==> src/rtl/lcd_seq_pkg.sv <==
package lcd_seq_pkg;

    localparam int NPTS    = 12;
    localparam int GRP     = 4;
    localparam int NGRP    = NPTS / GRP;
    localparam int FRM_W   = 16;
    localparam int STEP_W  = 5;

    // script step numbering
    localparam int STEP_MODE = 0;
    localparam int STEP_GHI  = 5;
    localparam int STEP_GLO  = STEP_GHI + NGRP;
    localparam int STEP_LAST = STEP_GLO + NPTS - 1;
    localparam int STEP_DN_A = STEP_LAST + 1;
    localparam int STEP_DN_B = STEP_LAST + 2;

    typedef enum logic [2:0] {
        S_IDLE,
        S_PWR_WAIT,
        S_UP_SEND,
        S_ACTIVE,
        S_DN_SEND1,
        S_DN_WAIT,
        S_DN_SEND2
    } seq_st_e;

    function automatic logic [FRM_W-1:0] mk_frame(input logic [5:0] addr,
                                                  input logic [7:0] data);
        return {addr, 2'b01, data};
    endfunction

    // usual panel curve, point i at [10i+9:10i]
    function automatic logic [NPTS*10-1:0] dflt_gamma();
        logic [NPTS*10-1:0] v;
        v = {10'd1020, 10'd942, 10'd864, 10'd785, 10'd705, 10'd625,
             10'd543, 10'd460, 10'd375, 10'd289, 10'd200, 10'd106};
        return v;
    endfunction

endpackage

==> src/rtl/lcd_ms_timer.sv <==
module lcd_ms_timer #(
    parameter int CLK_HZ = 50_000_000,
    parameter int MS_W   = 8
) (
    input  logic            clk,
    input  logic            rst_n,
    input  logic            start_i,
    input  logic [MS_W-1:0] ms_i,
    output logic            done_o
);
    localparam int TICK  = (CLK_HZ / 1000 > 1) ? CLK_HZ / 1000 : 2;
    localparam int PRE_W = $clog2(TICK);

    typedef struct packed {
        logic             run;
        logic [PRE_W-1:0] pre;
        logic [MS_W-1:0]  ms;
        logic             done;
    } tmr_t;

    tmr_t tmr_d, tmr_q;

    always_comb begin
        tmr_d      = tmr_q;
        tmr_d.done = 1'b0;
        if (start_i) begin
            tmr_d.run = 1'b1;
            tmr_d.pre = '0;
            tmr_d.ms  = ms_i;
        end else if (tmr_q.run) begin
            if (tmr_q.pre == PRE_W'(TICK - 1)) begin
                tmr_d.pre = '0;
                if (tmr_q.ms <= MS_W'(1)) begin
                    tmr_d.run  = 1'b0;
                    tmr_d.done = 1'b1;
                end else begin
                    tmr_d.ms = tmr_q.ms - 1'b1;
                end
            end else begin
                tmr_d.pre = tmr_q.pre + 1'b1;
            end
        end
    end

    always_ff @(posedge clk or negedge rst_n) begin
        if (!rst_n) tmr_q <= '0;
        else        tmr_q <= tmr_d;
    end

    assign done_o = tmr_q.done;


    tmr_done_run_chk: assert property (@(posedge clk) disable iff (!rst_n)
        tmr_q.done |-> ($past(tmr_q.run) && !tmr_q.run));

endmodule

==> src/rtl/lcd_spi_tx.sv <==
module lcd_spi_tx #(
    parameter int DIV = 4,
    parameter int W   = 16
) (
    input  logic         clk,
    input  logic         rst_n,
    input  logic         start_i,
    input  logic [W-1:0] word_i,
    output logic         sclk_o,
    output logic         mosi_o,
    output logic         cs_n_o,
    output logic         done_o
);
    localparam int DW = (DIV > 1) ? $clog2(DIV) : 1;
    localparam int BW = $clog2(W);

    typedef struct packed {
        logic          busy;
        logic          tail;
        logic          sclk;
        logic [W-1:0]  sh;
        logic [BW-1:0] bitc;
        logic [DW-1:0] div;
        logic          done;
    } tx_t;

    tx_t tx_d, tx_q;

    always_comb begin
        tx_d      = tx_q;
        tx_d.done = 1'b0;
        if (!tx_q.busy) begin
            if (start_i) begin
                tx_d.busy = 1'b1;
                tx_d.tail = 1'b0;
                tx_d.sclk = 1'b0;
                tx_d.sh   = word_i;
                tx_d.bitc = '0;
                tx_d.div  = '0;
            end
        end else if (tx_q.div != DW'(DIV - 1)) begin
            tx_d.div = tx_q.div + 1'b1;
        end else begin
            tx_d.div = '0;
            if (tx_q.tail) begin
                tx_d.busy = 1'b0;
                tx_d.done = 1'b1;
            end else if (!tx_q.sclk) begin
                tx_d.sclk = 1'b1;
            end else begin
                tx_d.sclk = 1'b0;
                if (tx_q.bitc == BW'(W - 1)) begin
                    tx_d.tail = 1'b1;
                end else begin
                    tx_d.bitc = tx_q.bitc + 1'b1;
                    tx_d.sh   = {tx_q.sh[W-2:0], 1'b0};
                end
            end
        end
    end

    always_ff @(posedge clk or negedge rst_n) begin
        if (!rst_n) tx_q <= '0;
        else        tx_q <= tx_d;
    end

    assign sclk_o = tx_q.sclk;
    assign mosi_o = tx_q.sh[W-1];
    assign cs_n_o = ~tx_q.busy;
    assign done_o = tx_q.done;


    mosi_stable_chk: assert property (@(posedge clk) disable iff (!rst_n)
        (tx_q.sclk && $past(tx_q.sclk)) |-> $stable(tx_q.sh[W-1]));


    one_word_chk: assert property (@(posedge clk) disable iff (!rst_n)
        tx_q.done |-> ($past(tx_q.tail) && $past(tx_q.bitc) == BW'(W - 1)));

endmodule

==> src/rtl/lcd_cfg_script.sv <==
module lcd_cfg_script
    import lcd_seq_pkg::*;
#(
    parameter int GW = 10
) (
    input  logic [STEP_W-1:0]  step_i,
    input  logic [2:0]         mode_i,
    input  logic               hmir_i,
    input  logic               vmir_i,
    input  logic [NPTS*GW-1:0] gamma_i,
    output logic [FRM_W-1:0]   frame_o
);
    logic [NGRP-1:0][7:0] hi_byte;

    for (genvar g = 0; g < NGRP; g++) begin : g_grp
        for (genvar p = 0; p < GRP; p++) begin : g_pt
            assign hi_byte[g][7-2*p -: 2] = gamma_i[(GRP*g+p)*GW + GW-2 +: 2];
        end
    end

    always_comb begin
        frame_o = mk_frame(6'h03, 8'hD0);
        if (step_i == STEP_W'(STEP_MODE)) begin
            frame_o = mk_frame(6'h02, {5'b00001, mode_i});
        end else if (step_i == STEP_W'(1)) begin
            frame_o = mk_frame(6'h03, 8'hDF);
        end else if (step_i == STEP_W'(2)) begin
            frame_o = mk_frame(6'h20, 8'hF0);
        end else if (step_i == STEP_W'(3)) begin
            frame_o = mk_frame(6'h21, 8'hF0);
        end else if (step_i == STEP_W'(4)) begin
            frame_o = mk_frame(6'h04, {3'b000, 1'b1, 1'b0, 1'b1, ~vmir_i, ~hmir_i});
        end else if (step_i == STEP_W'(STEP_DN_A)) begin
            frame_o = mk_frame(6'h03, 8'hD8);
        end
        for (int g = 0; g < NGRP; g++) begin
            if (step_i == STEP_W'(STEP_GHI + g))
                frame_o = mk_frame(6'(8'h11 + g), hi_byte[g]);
        end
        for (int i = 0; i < NPTS; i++) begin
            if (step_i == STEP_W'(STEP_GLO + i))
                frame_o = mk_frame(6'(8'h14 + i), gamma_i[i*GW +: 8]);
        end
    end

endmodule

==> src/rtl/lcd_pwr_seq.sv <==
module lcd_pwr_seq
    import lcd_seq_pkg::*;
#(
    parameter int CLK_HZ   = 50_000_000,
    parameter int SCLK_DIV = 4,
    parameter int UP_MS    = 160,
    parameter int DOWN_MS  = 50,
    parameter int GW       = 10
) (
    input  logic               clk,
    input  logic               rst_n,
    input  logic               en_req,
    input  logic               dis_req,
    input  logic               gam_req,
    input  logic [2:0]         mode_i,
    input  logic               hmir_i,
    input  logic               vmir_i,
    input  logic [NPTS*GW-1:0] gamma_i,
    output logic               supply_en,
    output logic               panel_rst_n,
    output logic               sclk,
    output logic               mosi,
    output logic               cs_n,
    output logic               busy,
    output logic               active
);
    localparam int MS_MAX = (UP_MS > DOWN_MS) ? UP_MS : DOWN_MS;
    localparam int MS_W   = $clog2(MS_MAX + 1);

    typedef struct packed {
        seq_st_e             st;
        logic [STEP_W-1:0]   step;
        logic                kick;
        logic                tstart;
        logic                supply;
        logic                prst;
        logic [2:0]          mode;
        logic                hmir;
        logic                vmir;
        logic [NPTS*GW-1:0]  gam;
    } ctl_t;

    ctl_t ctl_d, ctl_q;

    logic             tmr_done;
    logic             tx_done;
    logic [MS_W-1:0]  ms_sel;
    logic [FRM_W-1:0] frame;

    always_comb begin
        ctl_d        = ctl_q;
        ctl_d.kick   = 1'b0;
        ctl_d.tstart = 1'b0;
        unique case (ctl_q.st)
            S_IDLE: if (en_req) begin
                ctl_d.st     = S_PWR_WAIT;
                ctl_d.supply = 1'b1;
                ctl_d.tstart = 1'b1;
                ctl_d.mode   = mode_i;
                ctl_d.hmir   = hmir_i;
                ctl_d.vmir   = vmir_i;
                ctl_d.gam    = gamma_i;
            end
            S_PWR_WAIT: if (tmr_done) begin
                ctl_d.prst = 1'b1;
                ctl_d.st   = S_UP_SEND;
                ctl_d.step = STEP_W'(STEP_MODE);
                ctl_d.kick = 1'b1;
            end
            S_UP_SEND: if (tx_done) begin
                if (ctl_q.step == STEP_W'(STEP_LAST)) begin
                    ctl_d.st = S_ACTIVE;
                end else begin
                    ctl_d.step = ctl_q.step + 1'b1;
                    ctl_d.kick = 1'b1;
                end
            end
            S_ACTIVE: begin
                if (dis_req) begin
                    ctl_d.st   = S_DN_SEND1;
                    ctl_d.step = STEP_W'(STEP_DN_A);
                    ctl_d.kick = 1'b1;
                end else if (gam_req) begin
                    ctl_d.gam  = gamma_i;
                    ctl_d.st   = S_UP_SEND;
                    ctl_d.step = STEP_W'(STEP_GHI);
                    ctl_d.kick = 1'b1;
                end
            end
            S_DN_SEND1: if (tx_done) begin
                ctl_d.prst   = 1'b0;
                ctl_d.st     = S_DN_WAIT;
                ctl_d.tstart = 1'b1;
            end
            S_DN_WAIT: if (tmr_done) begin
                ctl_d.st   = S_DN_SEND2;
                ctl_d.step = STEP_W'(STEP_DN_B);
                ctl_d.kick = 1'b1;
            end
            S_DN_SEND2: if (tx_done) begin
                ctl_d.supply = 1'b0;
                ctl_d.st     = S_IDLE;
            end
            default: ctl_d.st = S_IDLE;
        endcase
    end

    always_ff @(posedge clk or negedge rst_n) begin
        if (!rst_n) begin
            ctl_q      <= '0;
            ctl_q.st   <= S_IDLE;
        end else begin
            ctl_q      <= ctl_d;
        end
    end

    assign ms_sel = (ctl_q.st == S_DN_WAIT) ? MS_W'(DOWN_MS) : MS_W'(UP_MS);

    lcd_ms_timer #(
        .CLK_HZ (CLK_HZ),
        .MS_W   (MS_W)
    ) tmr_i (
        .clk     (clk),
        .rst_n   (rst_n),
        .start_i (ctl_q.tstart),
        .ms_i    (ms_sel),
        .done_o  (tmr_done)
    );

    lcd_cfg_script #(
        .GW (GW)
    ) scr_i (
        .step_i  (ctl_q.step),
        .mode_i  (ctl_q.mode),
        .hmir_i  (ctl_q.hmir),
        .vmir_i  (ctl_q.vmir),
        .gamma_i (ctl_q.gam),
        .frame_o (frame)
    );

    lcd_spi_tx #(
        .DIV (SCLK_DIV),
        .W   (FRM_W)
    ) tx_i (
        .clk     (clk),
        .rst_n   (rst_n),
        .start_i (ctl_q.kick),
        .word_i  (frame),
        .sclk_o  (sclk),
        .mosi_o  (mosi),
        .cs_n_o  (cs_n),
        .done_o  (tx_done)
    );

    assign supply_en   = ctl_q.supply;
    assign panel_rst_n = ctl_q.prst;
    assign active      = (ctl_q.st == S_ACTIVE);
    assign busy        = (ctl_q.st != S_ACTIVE) && (ctl_q.st != S_IDLE);


    rst_needs_supply_chk: assert property (@(posedge clk) disable iff (!rst_n)
        ctl_q.prst |-> ctl_q.supply);


    cs_supply_chk: assert property (@(posedge clk) disable iff (!rst_n)
        !cs_n |-> (ctl_q.supply && ctl_q.prst) || (ctl_q.st == S_DN_SEND2));


    active_after_word_chk: assert property (@(posedge clk) disable iff (!rst_n)
        (active && !$past(active)) |-> $past(tx_done));


    supply_drop_chk: assert property (@(posedge clk) disable iff (!rst_n)
        $fell(ctl_q.supply) |-> ($past(tx_done) && !ctl_q.prst));


    active_hold_chk: assert property (@(posedge clk) disable iff (!rst_n)
        (active && !dis_req && !gam_req) |=> active);

endmodule

==> config.mk <==
export PLATFORM = sky130hd
export DESIGN_NAME = lcd_pwr_seq
export DESIGN_NICKNAME = d
export VERILOG_FILES = /design/src/rtl/lcd_seq_pkg.sv /design/src/rtl/lcd_ms_timer.sv /design/src/rtl/lcd_spi_tx.sv /design/src/rtl/lcd_cfg_script.sv /design/src/rtl/lcd_pwr_seq.sv
export SDC_FILE = /design/constraint.sdc
export NUM_CORES = 1
export LEC_CHECK = 0
export BUFFER_PORTS_ARGS = -buffer_cell sky130_fd_sc_hd__buf_4
export CELL_PAD_IN_SITES_DETAIL_PLACEMENT = 0
export CELL_PAD_IN_SITES_GLOBAL_PLACEMENT = 1
export CORE_MARGIN = 4
export CORE_UTILIZATION = 52
export CTS_BUF_LIST = sky130_fd_sc_hd__clkbuf_2
export DETAILED_ROUTE_END_ITERATION = 12
export PLACE_DENSITY = 0.93
export SLEW_MARGIN = 15
export SYNTH_ARGS = -nofsm -noshare
export SYNTH_HDL_FRONTEND = slang
export SYNTH_HIERARCHICAL = 1
export SYNTH_SLANG_ARGS = --single-unit
==> constraint.sdc <==
create_clock -name clk -period 6.46 [get_ports clk]
set_input_delay 0 -clock clk [delete_from_list [all_inputs] [get_ports clk]]
set_output_delay 0 -clock clk [all_outputs]
set_load 0.01 [all_outputs]
==> flow_summary.ini, run 1 <==
[logic_synthesis]
ys_warn_count = 6
syn_inst = 891
synthMuxAreaShare_pct = 19.6
netlist-cell-type-count = 96
async_reset_ff_share_pct = 100
ys_seq_area_share_pct = 45.2
synth_fa_ha_area_share_pct = 0.717
synth_seq_cells = 189
synthesis.area_um2 = 10500
synth_edf_count = 0
synth-simple-area-share_pct = 12.5
synth.avg_cell_area_um2 = 11.7
synth_xor_xnor_area_share_pct = 0.167
synth_top_family_by_area = multiplexers
dominantRegCellSynth = dfrtp_1
synth_compound_area_share_pct = 15.9

[cts]
cts_setup_buffers = 0
cts_max_level = 4
clockBufferDepth = 2
ctsResizeCount = 0
root_buffer = clkbuf_2
ctsHoldBuffers = 256
cts.sinks = 189
cts_made_buffers = 17

[floorplan]
die_y_um = 150
start_util_pct = 53.3
rows = 51
die_w_um = 150
ioPinCount = 137

[run_status]
firstError = [ERROR RSZ-0060] Max buffer count reached.
run_status = stopped before the end
lastStage = 4_1_cts

[placed_design]
hpwl_mm = 18.5
place_congestion = 0.919
io_buffers = 136
==> Yosys cell counts (all sizes together), types with 10 or more instances <==
library cell | n | share of area (%)
nor2 | 40 | 1.5
dfrtp | 189 | 45
clkbuf | 14 | 0.50
a22o | 39 | 3.3
mux2 | 133 | 18
nand2 | 50 | 1.8
nor3 | 13 | 0.72
and3 | 10 | 0.65
nand2b | 14 | 0.84
o22ai | 10 | 0.66
nor2b | 18 | 1.1
o21ai | 42 | 2.0
nand3 | 19 | 0.91
or3 | 12 | 0.72
a31oi | 23 | 1.4
buf | 50 | 4.6
a21oi | 25 | 1.3
inv | 22 | 0.79
nand4 | 14 | 0.84
==> cells by family after synthesis <==
family                   count (synthesis)
other                                    4
AND/OR/NAND/NOR                        232
XOR/XNOR                                 2
flip-flops                             189
AO/OA/AOI/OAI                          225
multiplexers                           147
buffers and inverters                   86
adder cells (fa/ha/maj)                  6
==> per-stage QoR <==
step	setup WS (ps)	cell area [um2]	util (%)	hold slack (ps)	std cells
2_1_floorplan	4370	10500	-	-296	894
3_3_place_gp	3660	11400	57.9	-15.4	1239
3_5_place_dp	3600	11400	57.9	-18.1	1239
==> inputs of run 2 (changes only) <==
--- a/config.mk
+++ b/config.mk
@@ -6,13 +6,10 @@
 export NUM_CORES = 1
 export LEC_CHECK = 0
 export BUFFER_PORTS_ARGS = -buffer_cell sky130_fd_sc_hd__buf_4
-export CELL_PAD_IN_SITES_DETAIL_PLACEMENT = 0
-export CELL_PAD_IN_SITES_GLOBAL_PLACEMENT = 1
 export CORE_MARGIN = 4
-export CORE_UTILIZATION = 52
-export CTS_BUF_LIST = sky130_fd_sc_hd__clkbuf_2
+export CORE_UTILIZATION = 40
 export DETAILED_ROUTE_END_ITERATION = 12
-export PLACE_DENSITY = 0.93
+export PLACE_DENSITY_LB_ADDON = 0.15
 export SLEW_MARGIN = 15
 export SYNTH_ARGS = -nofsm -noshare
 export SYNTH_HDL_FRONTEND = slang
==> run 2 against run 1 <==
Against the previous run: synthesized cell count unchanged; synthesized area unchanged; the flow now finishes without violations.
==> flow_summary.ini, run 2 <==
[run_status]
run_status = finished clean

[floorplan]
start_util_pct = 41.1
dieArea_um2 = 28800
die_w_um = 170
core_area_um2 = 25500
die_y_um = 170
rows = 58
ioPinCount = 137

[final_layout]
diodes = 0
final_common_cell = dfrtp_1
largest_reg_flops = 135
mostFrequentLayoutCells = dfrtp_1 (187), buf_4 (142), dlygate4sd3_1 (128)
area_growth_pct = 26.9
final_cells = 1463
drive_above_1_share_pct = 29.1
nets = 1257
largest_register = ctl_q
top_regs = ctl_q (135), tmr_i/tmr_q (25), tx_i/tx_q (23)

[setup_path]
setup.worst_path.start_class = register
crit_top_cell = a22o_1
arrival_ps = 3510
slowest_delay_ps = 770
cp.depth = 8
cp.required_ps = 6780
crit_path_end_kind = register
crit_chain = buf_4 -> nand4b_1 -> o22ai_1 -> nand2b_1 -> a2111oi_0 -> o21ai_1 -> a22o_1 -> a22o_1
crit_buf_inv = 1
crit_path_max_fanout = 40
worstSetupPathType = register to register
cp_top_family = compound AO/OA/AOI/OAI gates
reg2reg_depth = 8
cpMaxStageDelayCell = dfrtp_2

[timing]
finClkSkew_ps = 9.75
slew_viol_final = 0
maxClockFrequency_mhz = 314
setup_viol = 0
period_minus_slack_ps = 3180
finalHoldViolCount = 0
setup_tns_ps = 0
grt_setup_unrepaired = no
fin_crit_sh_pct = 49.3
worst_pin_slew_ps = 986
relSlewSlack_pct = 34.3

[power_and_ir_drop]
peakVddDrop_v = 0.000164
p_leak_nw = 5.65
power_density_nw_per_um2 = 269

[drt]
routed_wl_mm = 29.5
first_pass_iters = 5
drt_iter0_drc = 806
drc = 0
detail-route-antenna-nets = 0
wire_per_inst_um = 20.1
vias_per_cell = 5.58
vias = 8160

[global_routing]
overflow = 0
grt_use_met2_pct = 31.5
grt_pass1_wl_mm = 46.2
grt_usage_pct = 20.4
grt_max_degree = 121
use_met1_pct = 29.6
use_met3_pct = 3.73
antenna_found_initial = 0
busiest_layer = met2
grt_pass1_vias = 8036

[run]
drv_cap = 0

[min_path]
hold_class = input port to register
hold_depth = 4

[cts]
worstSkewPairLatency_ps = 440
cts.sinks = 189
cts_tree = done
cts_made_buffers = 17
cts_setup_buffers = 0
clockBufferDepth = 2
clkTransAtPathRegs_ps = 70
cts_max_level = 4
ctsResizeCount = 0
root_buffer = clkbuf_16

[placed_design]
place_congestion = 0.986
io_buffers = 136
dp.cells = 1304
hpwl_mm = 20.0

[logic_synthesis]
netlist-cell-type-count = 96
synth_edf_count = 0
syn_inst = 891
synth_top_area_share_pct = 45.2
synth_seq_cells = 189
ys_top_cells_by_area = dfrtp_1 (45%), mux2_4 (13%), mux2_2 (3.4%)
async_reset_ff_share_pct = 100
yosysMostFrequentCell = dfrtp_1
dominantRegCellSynth = dfrtp_1
yosys-top-cells-count = dfrtp_1 (189), mux2_4 (90), nand2_1 (50)
synth_top_area_cell = dfrtp_1
synth.avg_cell_area_um2 = 11.7
synthesis.area_um2 = 10500
ys_warn_count = 6
ys_seq_area_share_pct = 45.2
==> run 2: cell counts after synthesis <==
No cell type changed its count.
==> run 2: power by group <==
part / leakage (nW) / total (mW) / switching (mW) / internal [mW]
Combinational: 3.14 / 0.783 / 0.244 / 0.539
Clock: 0.246 / 0.985 / 0.480 / 0.505
Sequential: 2.26 / 1.81 / 0.304 / 1.50
Total: 5.65 / 3.58 / 1.03 / 2.55
==> run 2: layout make-up <==
class	instances	area [um2]
fill	2245	12200
multi-input combinational	619	5140
sequential	189	4730
timing repair buffer	272	2380
clock buffer	20	447
tap	330	413
clock inverter	11	86.3
inverter	22	82.6
==> run 2: worst paths after layout <==
path | from | endpoint | slack (ps)
worst max-delay path | ctl_q[129] | tx_i/tx_q[10] | 3280
worst min-delay path | gam_req | ctl_q[131] | 80
worst max register to register | ctl_q[129] | tx_i/tx_q[10] | 3280
worst min register to register | ctl_q[87] | ctl_q[87] | 490
max in group asynchronous | rst_n | tx_i/tx_q[18] | 5010
min in group asynchronous | rst_n | ctl_q[32] | 150
==> run 2: worst register-to-register path: cells and delay by family (launching register included) <==
family	cells	cell delay, ps
compound gates	5	1470
flops	1	770
buf+inv	1	490
simple gates	2	350
==> run 2: repair_timing <==
action / 4_1_cts / 5_1_grt
hold buffers: 128 / 0
setup endpoints to repair: 0 / 0
hold endpoints to repair: 202 / 0
==> run 2: layer usage <==
| layer | wire (um) | up-vias |
|---|---|---|
| met3 | 1680 | 47 |
| met2 | 13600 | 294 |
| met4 | 580 | 0 |
| met5 | 0 | - |
| li1 | - | 3802 |
| met1 | 13600 | 4017 |
==> run 2: stage by stage <==
step	utilization [%]	worst slack [ps]	area (um2)	power (mW)	hold WS (ps)
finish	52.1	3280	13300	3.58	76.2
global route	52.1	3060	13300	3.76	113
floorplan	-	4370	10500	2.25	-296
CTS	52.1	3300	13300	3.60	53.7
detailed placement	45.0	3300	11500	2.54	80.2
global placement	45.0	3350	11500	2.53	74.0
==> run 2: cells by family after synthesis <==
kind of cell	after synthesis	synth area share, %
multiplexers	147	19.6
other	4	0.143
flip-flops	189	45.2
adder cells (fa/ha/maj)	6	0.717
buffers and inverters	86	5.85
AO/OA/AOI/OAI	225	15.9
AND/OR/NAND/NOR	232	12.5
XOR/XNOR	2	0.167
(Power assumes the default switching activity.)
==> inputs of run 3 (changes only) <==
==> constraint.sdc (replaced) <==
create_clock -name clk -period 3.2 [get_ports clk]
set_input_delay 0 -clock clk [delete_from_list [all_inputs] [get_ports clk]]
set_output_delay 0 -clock clk [all_outputs]
set_load 0.01 [all_outputs]
==> run 3 against run 2 <==
Against the previous run: maximum frequency rose by 10%; worst hold slack got worse by 27 ps; global-route usage rose by 0.39 points; sequential power rose by 100%; routed wire length rose by 2.1%; combinational power rose by 100%; flip-flop and latch count did not move; largest cell class unchanged.
==> flow_summary.ini, run 3 (same netlist as run 2, synthesis figures left out) <==
[run_status]
run_status = finished clean

[global_routing]
grt_max_degree = 72
use_met1_pct = 30.3
grt_pass1_vias = 8279
antenna_found_initial = 0
grt_use_met2_pct = 32.0
grt_usage_pct = 20.8
busiest_layer = met2
grt_pass1_wl_mm = 47.0
overflow = 0
use_met3_pct = 4.33

[timing]
maxClockFrequency_mhz = 345
finalHoldViolCount = 0
finClkSkew_ps = 9.11
setup_tns_ps = 0
worst_pin_slew_ps = 841
grt_setup_unrepaired = no
relSlewSlack_pct = 43.9
period_minus_slack_ps = 2890
fin_crit_sh_pct = 90.5
slew_viol_final = 0
setup_viol = 0

[floorplan]
dieArea_um2 = 28800
ioPinCount = 137
core_area_um2 = 25500
rows = 58
die_w_um = 170
die_y_um = 170
start_util_pct = 41.1

[placed_design]
place_congestion = 0.869
hpwl_mm = 21.3
io_buffers = 136
dpl_cell_area_um2 = 11700

[cts]
cts_setup_buffers = 0
cts_max_level = 4
clkTransAtPathRegs_ps = 70
cts_made_buffers = 17
clockBufferDepth = 2
root_buffer = clkbuf_16
cts.sinks = 189
worstSkewPairLatency_ps = 430
cts_tree = done

[setup_path]
crit_path_max_fanout = 18
reg2reg_depth = 8
setup.worst_path.start_class = register
worstSetupPathType = register to register
arrival_ps = 3220
cp.required_ps = 3520
crit_path_end_kind = register

[final_layout]
mostFrequentLayoutCells = dfrtp_1 (187), buf_4 (159), dlygate4sd3_1 (128)
finalCoreUtilization_pct = 53.1
top_regs = ctl_q (135), tmr_i/tmr_q (25), tx_i/tx_q (23)
design_area_um2 = 13500
area_growth_pct = 29.3
drive_above_1_share_pct = 30.4
diodes = 0
nets = 1277
largest_reg_flops = 135
largest_register = ctl_q
final_common_cell = dfrtp_1

[drt]
first_pass_iters = 6
detail-route-antenna-nets = 0
vias_per_cell = 5.51
drc = 0
wire_per_inst_um = 20.3
routed_wl_mm = 30.1
drt_iter0_drc = 542
vias = 8171

[power_and_ir_drop]
p_leak_nw = 5.80
power_density_nw_per_um2 = 548
peakVddDrop_v = 0.000310

[min_path]
hold_depth = 4
hold_class = input port to register

[run]
drv_cap = 0
-- run 3: critical path, stage by stage (launching register included) --
cell       delay (ps)
dfrtp_1           700
buf_4             310
nor2b_1           190
a221o_1           170
o32ai_1           130
a2111oi_0         730
o21ai_1           160
a22o_1            230
a22o_1            170
-- run 3: metrics by stage --
step	setup slack, ps	total power [mW]	cells	hold slack, ps
after floorplan	1110	4.54	894	-296
after global placement	362	5.14	1324	56.8
after detailed placement	340	5.15	1324	58.1
after CTS	325	7.50	1482	32.0
after global routing	197	7.79	1482	69.6
final	305	7.42	1482	49.4
-- run 3: routing by layer --
metal,vias to the layer above,routed length (um)
met5,-,0
met4,0,419
met3,29,1640
met2,246,13600
met1,4055,14400
li1,3841,-
-- run 3: path summary, 6_finish.rpt --
kind | start | to | slack [ps]
worst max-delay path | ctl_q[131] | tx_i/tx_q[10] | 310
worst min-delay path | gam_req | ctl_q[131] | 50
worst max register to register | ctl_q[131] | tx_i/tx_q[10] | 310
worst min register to register | tx_i/tx_q[1] | tx_i/tx_q[1] | 490
max in group asynchronous | rst_n | ctl_q[48] | 2250
min in group asynchronous | rst_n | ctl_q[15] | 120
-- run 3: final cells by class --
class,instances,area [um2]
clock buffers,20,467
repair buffers,292,2570
fillers,2223,11900
well taps,330,413
inverters,22,82.6
multi-input cells,619,5140
clock inverters,10,130
flip-flops and latches,189,4730
-- run 3: report_power, final --
part           total [mW]  internal, mW  switching, mW
combinational        1.58          1.10          0.486
sequential           3.66          3.04          0.621
clock                2.18          1.22          0.956
total                7.42          5.36           2.06
-- run 3: repair_timing --
| item | in CTS | in global routing |
|---|---|---|
| gates resized for setup | 0 | 0 |
| hold endpoints to repair | 192 | 0 |
| setup endpoints to repair | 0 | 0 |
| hold buffers | 128 | 0 |
